<file path="src/rtl/sdram_seq_pkg.sv">
package sdram_seq_pkg;

  typedef enum logic [1:0] {
    CMD_NOP,
    CMD_PREA,
    CMD_AREF,
    CMD_MRS
  } cmd_e;

  typedef enum logic [2:0] {
    ST_PAUSE,
    ST_INIT_AR,
    ST_MRS,
    ST_WAIT,
    ST_IDLE,
    ST_MISS,
    ST_SREF
  } state_e;

  // {ras_n, cas_n, we_n}
  function automatic logic [2:0] cmd_bits(cmd_e c);
    case (c)
      CMD_PREA: return 3'b010;
      CMD_AREF: return 3'b001;
      CMD_MRS:  return 3'b000;
      default:  return 3'b111;
    endcase
  endfunction

  function automatic int imax(int a, int b);
    return (a > b) ? a : b;
  endfunction

endpackage

</file>
<file path="src/rtl/sdram_seq_tmr.sv">
module sdram_seq_tmr #(
  parameter int W       = 8,
  parameter int RST_VAL = 0
) (
  input  logic         clk_i,
  input  logic         rst_ni,
  input  logic         load_i,
  input  logic [W-1:0] val_i,
  output logic         zero_o
);

  logic [W-1:0] cnt_q;

  always_ff @(posedge clk_i or negedge rst_ni) begin
    if (!rst_ni)              cnt_q <= W'(RST_VAL);
    else if (load_i)          cnt_q <= val_i;
    else if (cnt_q != '0)     cnt_q <= cnt_q - 1'b1;
  end

  assign zero_o = (cnt_q == '0);

  // spacing rules: a new interval only starts once the previous one is over
  assert_load_at_zero_R3: assert property (@(posedge clk_i) disable iff (!rst_ni)
    load_i |-> zero_o);

endmodule

</file>
<file path="src/rtl/sdram_seq_refi.sv">
module sdram_seq_refi #(
  parameter int REFI = 1560
) (
  input  logic clk_i,
  input  logic rst_ni,
  input  logic clr_i,
  input  logic hold_i,
  output logic req_o,
  output logic miss_o
);

  localparam int LIM = 2 * REFI;
  localparam int CW  = $clog2(LIM + 1);

  logic [CW-1:0] cnt_q;

  always_ff @(posedge clk_i or negedge rst_ni) begin
    if (!rst_ni)                  cnt_q <= '0;
    else if (clr_i || hold_i)     cnt_q <= '0;
    else if (cnt_q < CW'(LIM))    cnt_q <= cnt_q + 1'b1;
  end

  assign req_o  = (cnt_q >= CW'(REFI));
  assign miss_o = (cnt_q >= CW'(LIM));

  assert_req_drops_R6: assert property (@(posedge clk_i) disable iff (!rst_ni)
    clr_i |=> !req_o);

  assert_miss_holds_R7: assert property (@(posedge clk_i) disable iff (!rst_ni)
    (miss_o && !clr_i && !hold_i) |=> miss_o);

endmodule

</file>
<file path="src/rtl/sdram_seq_pins.sv">
module sdram_seq_pins
  import sdram_seq_pkg::*;
#(
  parameter int ADDR_W = 13
) (
  input  logic              clk_i,
  input  logic              rst_ni,
  input  cmd_e              cmd_i,
  input  logic              cke_i,
  input  logic [ADDR_W-1:0] addr_i,
  output logic              cs_n_o,
  output logic              ras_n_o,
  output logic              cas_n_o,
  output logic              we_n_o,
  output logic              cke_o,
  output logic [ADDR_W-1:0] addr_o
);

  always_ff @(posedge clk_i or negedge rst_ni) begin
    if (!rst_ni) begin
      cs_n_o                      <= 1'b1;
      {ras_n_o, cas_n_o, we_n_o}  <= 3'b111;
      cke_o                       <= 1'b1;
      addr_o                      <= '0;
    end else begin
      cs_n_o                      <= 1'b0;
      {ras_n_o, cas_n_o, we_n_o}  <= cmd_bits(cmd_i);
      cke_o                       <= cke_i;
      addr_o                      <= addr_i;
    end
  end

  // entering self refresh: CKE falls together with an auto refresh
  assert_sre_enc_R8: assert property (@(posedge clk_i) disable iff (!rst_ni)
    (!cke_o && $past(cke_o)) |-> (!ras_n_o && !cas_n_o && we_n_o));

  assert_cke_low_nop_R9: assert property (@(posedge clk_i) disable iff (!rst_ni)
    (!cke_o && !$past(cke_o)) |-> (ras_n_o && cas_n_o && we_n_o));

  assert_prea_a10_R5: assert property (@(posedge clk_i) disable iff (!rst_ni)
    (!ras_n_o && cas_n_o && !we_n_o) |-> addr_o[10]);

endmodule

</file>
<file path="src/rtl/sdram_seq.sv">
module sdram_seq
  import sdram_seq_pkg::*;
#(
  parameter int CLK_MHZ   = 100,
  parameter int PAUSE_US  = 100,
  parameter int TSTAB_CYC = 1000,
  parameter int TRP_CYC   = 3,
  parameter int TRC_CYC   = 7,
  parameter int TMRD_CYC  = 2,
  parameter int REFI_CYC  = 1560,
  parameter int INIT_AREF = 8,
  parameter int REG_LAT   = 1,
  parameter int ADDR_W    = 13
) (
  input  logic              clk_i,
  input  logic              rst_ni,
  input  logic [ADDR_W-1:0] mode_i,
  input  logic              ref_ack_i,
  input  logic              sref_req_i,
  output logic              ready_o,
  output logic              ref_req_o,
  output logic              cs_n_o,
  output logic              ras_n_o,
  output logic              cas_n_o,
  output logic              we_n_o,
  output logic              cke_o,
  output logic [ADDR_W-1:0] addr_o
);

  localparam int WAIT_INIT = imax(CLK_MHZ * PAUSE_US, TSTAB_CYC);
  localparam int SRX_CYC   = 2 + TRC_CYC + REG_LAT;
  localparam int MAXT      = imax(imax(WAIT_INIT, SRX_CYC),
                                  imax(TMRD_CYC + REG_LAT, TRP_CYC));
  localparam int TW        = $clog2(MAXT + 1);
  localparam int ARC_W     = $clog2(INIT_AREF + 1);

  state_e            st_q, st_d;
  cmd_e              cmd_d;
  logic              cke_d;
  logic [ADDR_W-1:0] addr_d;
  logic              rdy_q, rdy_d;
  logic              idone_q, idone_d;
  logic [ARC_W-1:0]  arc_q, arc_d;
  logic              t_load, t_zero;
  logic [TW-1:0]     t_val;
  logic              rf_clr, rf_hold, rf_req, rf_miss;

  sdram_seq_tmr #(.W(TW), .RST_VAL(WAIT_INIT - 1)) u_tmr (
    .clk_i  (clk_i),
    .rst_ni (rst_ni),
    .load_i (t_load),
    .val_i  (t_val),
    .zero_o (t_zero)
  );

  assign rf_clr  = (cmd_d == CMD_AREF);
  assign rf_hold = !idone_q || !cke_o;

  sdram_seq_refi #(.REFI(REFI_CYC)) u_refi (
    .clk_i  (clk_i),
    .rst_ni (rst_ni),
    .clr_i  (rf_clr),
    .hold_i (rf_hold),
    .req_o  (rf_req),
    .miss_o (rf_miss)
  );

  always_comb begin
    st_d    = st_q;
    cmd_d   = CMD_NOP;
    cke_d   = cke_o;
    addr_d  = '0;
    rdy_d   = rdy_q;
    idone_d = idone_q;
    arc_d   = arc_q;
    t_load  = 1'b0;
    t_val   = '0;
    unique case (st_q)
      ST_PAUSE: if (t_zero) begin
        cmd_d      = CMD_PREA;
        addr_d[10] = 1'b1;
        t_load     = 1'b1;
        t_val      = TW'(TRP_CYC - 1);
        arc_d      = '0;
        st_d       = ST_INIT_AR;
      end
      ST_INIT_AR: if (t_zero) begin
        cmd_d  = CMD_AREF;
        t_load = 1'b1;
        t_val  = TW'(TRC_CYC - 1);
        arc_d  = arc_q + 1'b1;
        if (arc_q == ARC_W'(INIT_AREF - 1)) st_d = ST_MRS;
      end
      ST_MRS: if (t_zero) begin
        cmd_d   = CMD_MRS;
        addr_d  = mode_i;
        t_load  = 1'b1;
        t_val   = TW'(TMRD_CYC + REG_LAT - 1);
        idone_d = 1'b1;
        st_d    = ST_WAIT;
      end
      ST_WAIT: if (t_zero) begin
        rdy_d = 1'b1;
        st_d  = ST_IDLE;
      end
      ST_IDLE: begin
        if (rf_miss) begin
          cmd_d  = CMD_AREF;
          t_load = 1'b1;
          t_val  = TW'(TRC_CYC - 1);
          rdy_d  = 1'b0;
          st_d   = ST_MISS;
        end else if (sref_req_i) begin
          cmd_d  = CMD_AREF;
          cke_d  = 1'b0;
          rdy_d  = 1'b0;
          st_d   = ST_SREF;
        end else if (rf_req && ref_ack_i) begin
          cmd_d  = CMD_AREF;
          t_load = 1'b1;
          t_val  = TW'(TRC_CYC + REG_LAT - 1);
          rdy_d  = 1'b0;
          st_d   = ST_WAIT;
        end
      end
      ST_MISS: if (t_zero) begin
        cmd_d  = CMD_AREF;
        t_load = 1'b1;
        t_val  = TW'(TRC_CYC + REG_LAT - 1);
        st_d   = ST_WAIT;
      end
      ST_SREF: if (!sref_req_i) begin
        cke_d  = 1'b1;
        t_load = 1'b1;
        t_val  = TW'(SRX_CYC - 1);
        st_d   = ST_WAIT;
      end
      default: st_d = ST_PAUSE;
    endcase
  end

  always_ff @(posedge clk_i or negedge rst_ni) begin
    if (!rst_ni) begin
      st_q    <= ST_PAUSE;
      rdy_q   <= 1'b0;
      idone_q <= 1'b0;
      arc_q   <= '0;
    end else begin
      st_q    <= st_d;
      rdy_q   <= rdy_d;
      idone_q <= idone_d;
      arc_q   <= arc_d;
    end
  end

  sdram_seq_pins #(.ADDR_W(ADDR_W)) u_pins (
    .clk_i   (clk_i),
    .rst_ni  (rst_ni),
    .cmd_i   (cmd_d),
    .cke_i   (cke_d),
    .addr_i  (addr_d),
    .cs_n_o  (cs_n_o),
    .ras_n_o (ras_n_o),
    .cas_n_o (cas_n_o),
    .we_n_o  (we_n_o),
    .cke_o   (cke_o),
    .addr_o  (addr_o)
  );

  assign ready_o   = rdy_q;
  assign ref_req_o = rf_req;

  assert_ready_cke_R8: assert property (@(posedge clk_i) disable iff (!rst_ni)
    ready_o |-> cke_o);

  assert_ready_after_nop_R10: assert property (@(posedge clk_i) disable iff (!rst_ni)
    $rose(ready_o) |-> $past(ras_n_o && cas_n_o && we_n_o));

  assert_ack_ignored_R11: assert property (@(posedge clk_i) disable iff (!rst_ni)
    (st_q == ST_IDLE && !rf_req && !sref_req_i) |=> (ras_n_o && cas_n_o && we_n_o));

  assert_no_ready_before_init_R4: assert property (@(posedge clk_i) disable iff (!rst_ni)
    !idone_q |-> !ready_o);

endmodule

</file>
<file path="config.mk">
export PLATFORM = sky130hd
export DESIGN_NAME = sdram_seq
export DESIGN_NICKNAME = d
export VERILOG_FILES = /design/src/rtl/sdram_seq_pkg.sv /design/src/rtl/sdram_seq_tmr.sv /design/src/rtl/sdram_seq_refi.sv /design/src/rtl/sdram_seq_pins.sv /design/src/rtl/sdram_seq.sv
export SDC_FILE = /design/constraint.sdc
export NUM_CORES = 1
export LEC_CHECK = 0
export BUFFER_PORTS_ARGS = -buffer_cell sky130_fd_sc_hd__buf_4
export CAP_MARGIN = 20
export CORE_MARGIN = 1.5
export CORE_UTILIZATION = 53
export CTS_BUF_LIST = sky130_fd_sc_hd__clkbuf_8
export DETAILED_ROUTE_END_ITERATION = 12
export PLACE_DENSITY_LB_ADDON = 0.12
export RECOVER_POWER = 50
export SLEW_MARGIN = 10
export SYNTH_ARGS = -nofsm -noshare
export SYNTH_HDL_FRONTEND = slang
export SYNTH_SLANG_ARGS = --single-unit
</file>
<file path="constraint.sdc">
create_clock -name clk_i -period 2.05 [get_ports clk_i]
set_input_delay 0.41 -clock clk_i [delete_from_list [all_inputs] [get_ports clk_i]]
set_output_delay 0.41 -clock clk_i [all_outputs]
set_load 0.005 [all_outputs]
</file>
# == Word-level counts from Yosys, hierarchy flattened ==
# Index checks and enable logic that the tools add are counted.
# totals
register_bits,53
latch_bits,0
ram_bits,0
romBits,0
output_inout_bits,20
elab_cells,111
memories,0
# classes
addsub,3
mul,0
n_div,0
magnitude_cmp,3
n_eq_ne,19
n_shift,0
n_mux,52
bitwise_logic,0
n_reduce_logical,22
# ops
cell,count
$mux 3,14
$mux 14,2
$mux 12,2
$pmux 4 s5,1
$pmux 3 s6,1
$logic_not 14->1,1
$mux 2,7
$ne 2x2->1 const B,7
$reduce_bool 14->1,1
$sub 14x1->14 const B,1
$mux 1,13
$mux 13,1
$add 12x1->12 const B,1
$ge 12x11->1 const B,1
$ge 12x12->1 const B,1
$lt 12x12->1 const B,1
$mux 4,3
$mux 10,1
$reduce_bool 2->1,5
$eq 3x3->1 const B,3
$pmux 3 s3,1
$pmux 2 s4,1
$pmux 4 s2,1
$reduce_and 7->1,1
other kinds (19),28

# == Depth between registers and ports, before layout ==
# logic_depth
word_depth,9
mapped_depth,9

# == Hierarchy ==
# Synthesis repeated with hierarchy kept, for this count alone.
# unflattened
cells_unflattened,275
hier_area_um2,2767.7
# modules_own_cells
mod,n_inst,cells_per_inst,area_each_um2
sdram_seq_tmr,1,85,838.3
sdram_seq,1,95,790.8
sdram_seq_refi,1,73,666.9
sdram_seq_pins,1,22,471.7

# == Worst setup path before layout ==
# OpenSTA, ideal clock, no wires.
# synth_path
path_kind,register to register
startpoint,reg u_tmr.cnt_q[0]
endpoint,reg arc_q[3]
setup_time_ns,0.069
arrival_time_ns,2.110
setup_slack_ns,-0.129
path_stages_with_launch,9
path_buffers,1
cell_sequence,dfstp_2 inv_1 ha_1 nor4b_2 nand4_2 or3_1 buf_2 or4b_1 nand3_1
# synth_via
elab_chain_cells,3
elab_cells_between_ends,4
# synth_rtl
element,line_no,text
from (decl),sdram_seq_tmr.sv:12,logic [W-1:0] cnt_q;
from (signal assigned),sdram_seq_tmr.sv:15,if (!rst_ni) cnt_q <= W'(RST_VAL);
from (signal assigned),sdram_seq_tmr.sv:16,else if (load_i) cnt_q <= val_i;
from (signal assigned),sdram_seq_tmr.sv:17,else if (cnt_q != '0) cnt_q <= cnt_q - 1'b1;
$logic_not 14->1 (*),sdram_seq_tmr.sv:20,assign zero_o = (cnt_q == '0);
$ne 2x2->1 (no source line),--,
$reduce_and 3->1 (no source line) (*),--,
to (signal assigned),sdram_seq.sv:152,arc_q <= arc_d;
to (decl),sdram_seq.sv:43,"logic [ARC_W-1:0] arc_q, arc_d;"
# Every way passes the cells marked *; elsewhere a longest branch is shown, timed or not.
# A chain may end at the register's enable or synchronous reset.

# == Final worst setup path ==
# layout_path
startpoint,reg u_tmr.cnt_q[1]
endpoint,reg arc_q[3]
# The elaborated chain is that of the path after synthesis.

==> qor.csv <==
metric,value,unit
Reg2Reg Setup Slack,60,ps
RR Endpoint,arc_q[3],
placed cell count,378,
Final Hold Fails,0,
number of max-cap violations,0,
Die H,73.2,um
die area,5360,um2
Area growth syn-to-layout,24.7,%
"Req. time, crit path",2300,ps
clock period minus worst slack,1990,ps
max_slew headroom,14.5,%
Gate power share,2.5,%
Num CTS Buffers,5,
distinct cell type count after synthesis,45,
cell with the most instances after synthesis,dfrtp_1,
total power,1.83,mW
sw frac,19.9,%
IO Port Bufs,36,
Die Wd,73.2,um
"Avg Cell Area, Syn",9.82,um2
Critical Path Sink,arc_q[3],
Filler Cell Count,400,
placer congestion estimate,0.815,
"Top FF cell, synth",dfrtp_1,
ranking of synthesized cells by area,"dfrtp_1 (38%), dfstp_2 (13%), nor2_1 (4.9%), xor2_1 (3.7%), nand2_1 (3.3%)",
Flop pwr share,57.3,%
Clock transition at path regs,90,ps
Mapped Area,2610,um2
ratio of cells with drive above 1 in the final layout,29.6,%
YS warnings,0,
Post-Route WL,5200,um
"Net Count, Synth",287,
number of DRC markers in iteration 0,101,
FMAX,0.502,GHz
Vias,2101,
CTS tree,built,
Multi-input gate area,1240,um2
CP Launch Point,u_tmr.cnt_q[1],
TritonRoute pass-1 iters,4,
crit path kind,reg2reg,
Worst Path Arrival,2240,ps
area share of the largest cell type after synthesis,38.3,%
GRT overflow,0,
CP Launch Type,flop,
"EDFF count, synth",0,
Total GRT Usage,20.9,%
vias in the first global route,1939,
FP Rows,25,
NetSw,0.365,mW
root buffer cell,clkbuf_8,
core area,4720,um2
largest net degree at the start of global routing,54,
Ports,37,
VDD IR-drop max,0.000573,V
post-synthesis sequential area ratio,51.4,%
final cell count without fillers,388,
synth cell count leaders,"dfrtp_1 (40), nor2_1 (34), nand2_1 (23), a21oi_1 (16)",
outcome,completed,
final setup vio count,0,
global-route wire length before repair,8600,um
ANT cells,0,
crit share post-route,97.2,%
Clock Sink Count,53,
WL/cell,13.4,um
initial antenna violation count,0,
Power Density,562,nW/um2
post-route antenna net violation count,0,
Worst-Skew Late Latency,310,ps
Clock Tree Buf Depth,2,
initial cell density of the core,55.3,%
DR DRC count,0,
CP max FO,4,
R2R depth,7,
Hold/Removal Path Class,in2reg,
Synth Instances,266,
Pins Over Slew Limit,0,
vias per inst,5.41,
Seq cells post-synth,53,
internal power,1.46,mW
Clock Skew,5.63,ps
clock share of power,40.2,%
fin nets,341,
CP endpoint kind,flop,
Tightest Pin Transition,1280,ps
"Async S/R FF share, synth",100,%
# hold bufs at CTS,0,
Reg area,1340,um2
unrepaired setup endpoints after global routing,yes,
Pleak,1.48,nW
hpwl dp,3680,um
leading area contributor after synthesis,dfrtp_1,
htree depth,2,
reg2reg start,u_tmr.cnt_q[1],
## kinds of logic (layout without fill, tap and decap cells)
logic type | after synthesis | count (layout) | share of synthesized area [%]
buf+inv | 18 | 73 | 2.73
fa+ha+maj | 4 | 4 | 1.92
flops | 53 | 53 | 51.4
compound gates | 41 | 41 | 9.92
other cells | 1 | 1 | 0.144
simple gates | 129 | 129 | 27.2
xor+xnor | 20 | 20 | 6.71
## through the flow
stage | setup TNS (ps) | util (%) | hold WS [ps] | cell area, um2 | worst slack, ps
3_3_place_gp | 0 | 65.7 | 464 | 3100 | 92.0
4_1_cts | 0 | 68.3 | 145 | 3220 | 0.684
2_1_floorplan | 0 | - | 114 | 2630 | 15.8
5_1_grt | -41.3 | 68.9 | 292 | 3260 | -41.3
6_report | 0 | 68.9 | 300 | 3260 | 58.0
3_5_place_dp | 0 | 65.7 | 472 | 3100 | 34.1
## worst min-delay path by stage
stage | startpoint | end | depth (start not counted)
finish | mode_i[1] | u_pins.addr_o[1] | 2
detailed placement | idone_q | idone_q | 1
global route | mode_i[11] | u_pins.addr_o[11] | 2
global placement | idone_q | idone_q | 1
floorplan | rst_ni | arc_q[0] | 0
CTS | rst_ni | u_refi.cnt_q[8] | 1
## critical path: stages, from the launching register on
cell	delay, ps
dfstp_2	390
inv_2	60
ha_4	120
nor4b_4	220
nand4_2	160
or3_4	420
or4b_1	470
nand3_1	80
## placed cells by master (no fill, tap or decap), types with 6 or more instances in the layout
cell type,n
a21oi_1,15
a31oi_1,6
and2_1,13
buf_4,47
clkbuf_4,9
clkbuf_8,6
dfrtp_1,40
dfstp_2,13
nand2_1,23
nand3_1,10
nor2_1,34
nor3_1,7
o21ai_0,6
xnor2_1,9
xor2_1,11
## layer usage
| layer | global-route usage, % | up-vias | wire length, um |
|---|---|---|---|
| met2 | 32.0 | 57 | 2350 |
| li1 | - | 1031 | - |
| met3 | 8.15 | 10 | 311 |
| met1 | 27.6 | 1003 | 2440 |
| met5 | 0 | - | 0 |
| met4 | 6.08 | 0 | 97 |
## layout make-up
type	count	area share, %
clock buffer	6	2.54
timing repair buffer	58	13.7
multi-input combinational	195	38.0
sequential	53	41.2
inverter	7	0.807
tap	67	2.57
clock inverter	2	1.15
## registers in the layout (all words and copies together), names as in the netlist
signal / cells
idone_q: 1
u_pins.we_n_o: 1
u_pins.addr_o: 13
u_pins.cas_n_o: 1
st_q: 3
arc_q: 4
u_tmr.cnt_q: 14
ready_o: 1
u_refi.cnt_q: 12
u_pins.ras_n_o: 1
u_pins.cke_o: 1
u_pins.cs_n_o: 1
## power groups by stage
stage | sequential, mW | clock (mW) | combinational, mW
after detailed placement | 1.07 | 0 | 0.0482
after global placement | 1.07 | 0 | 0.0479
final | 1.05 | 0.736 | 0.0460
after CTS | 1.05 | 0.755 | 0.0481
after global routing | 1.05 | 0.796 | 0.0521
after floorplan | 1.07 | 0 | 0.00200
## repair_timing
item	in CTS	in global routing
hold endpoints to repair	0	0
setup endpoints to repair	0	14
gates resized for setup	0	4
setup buffers	0	2
Power figures use the tool's default switching activity.
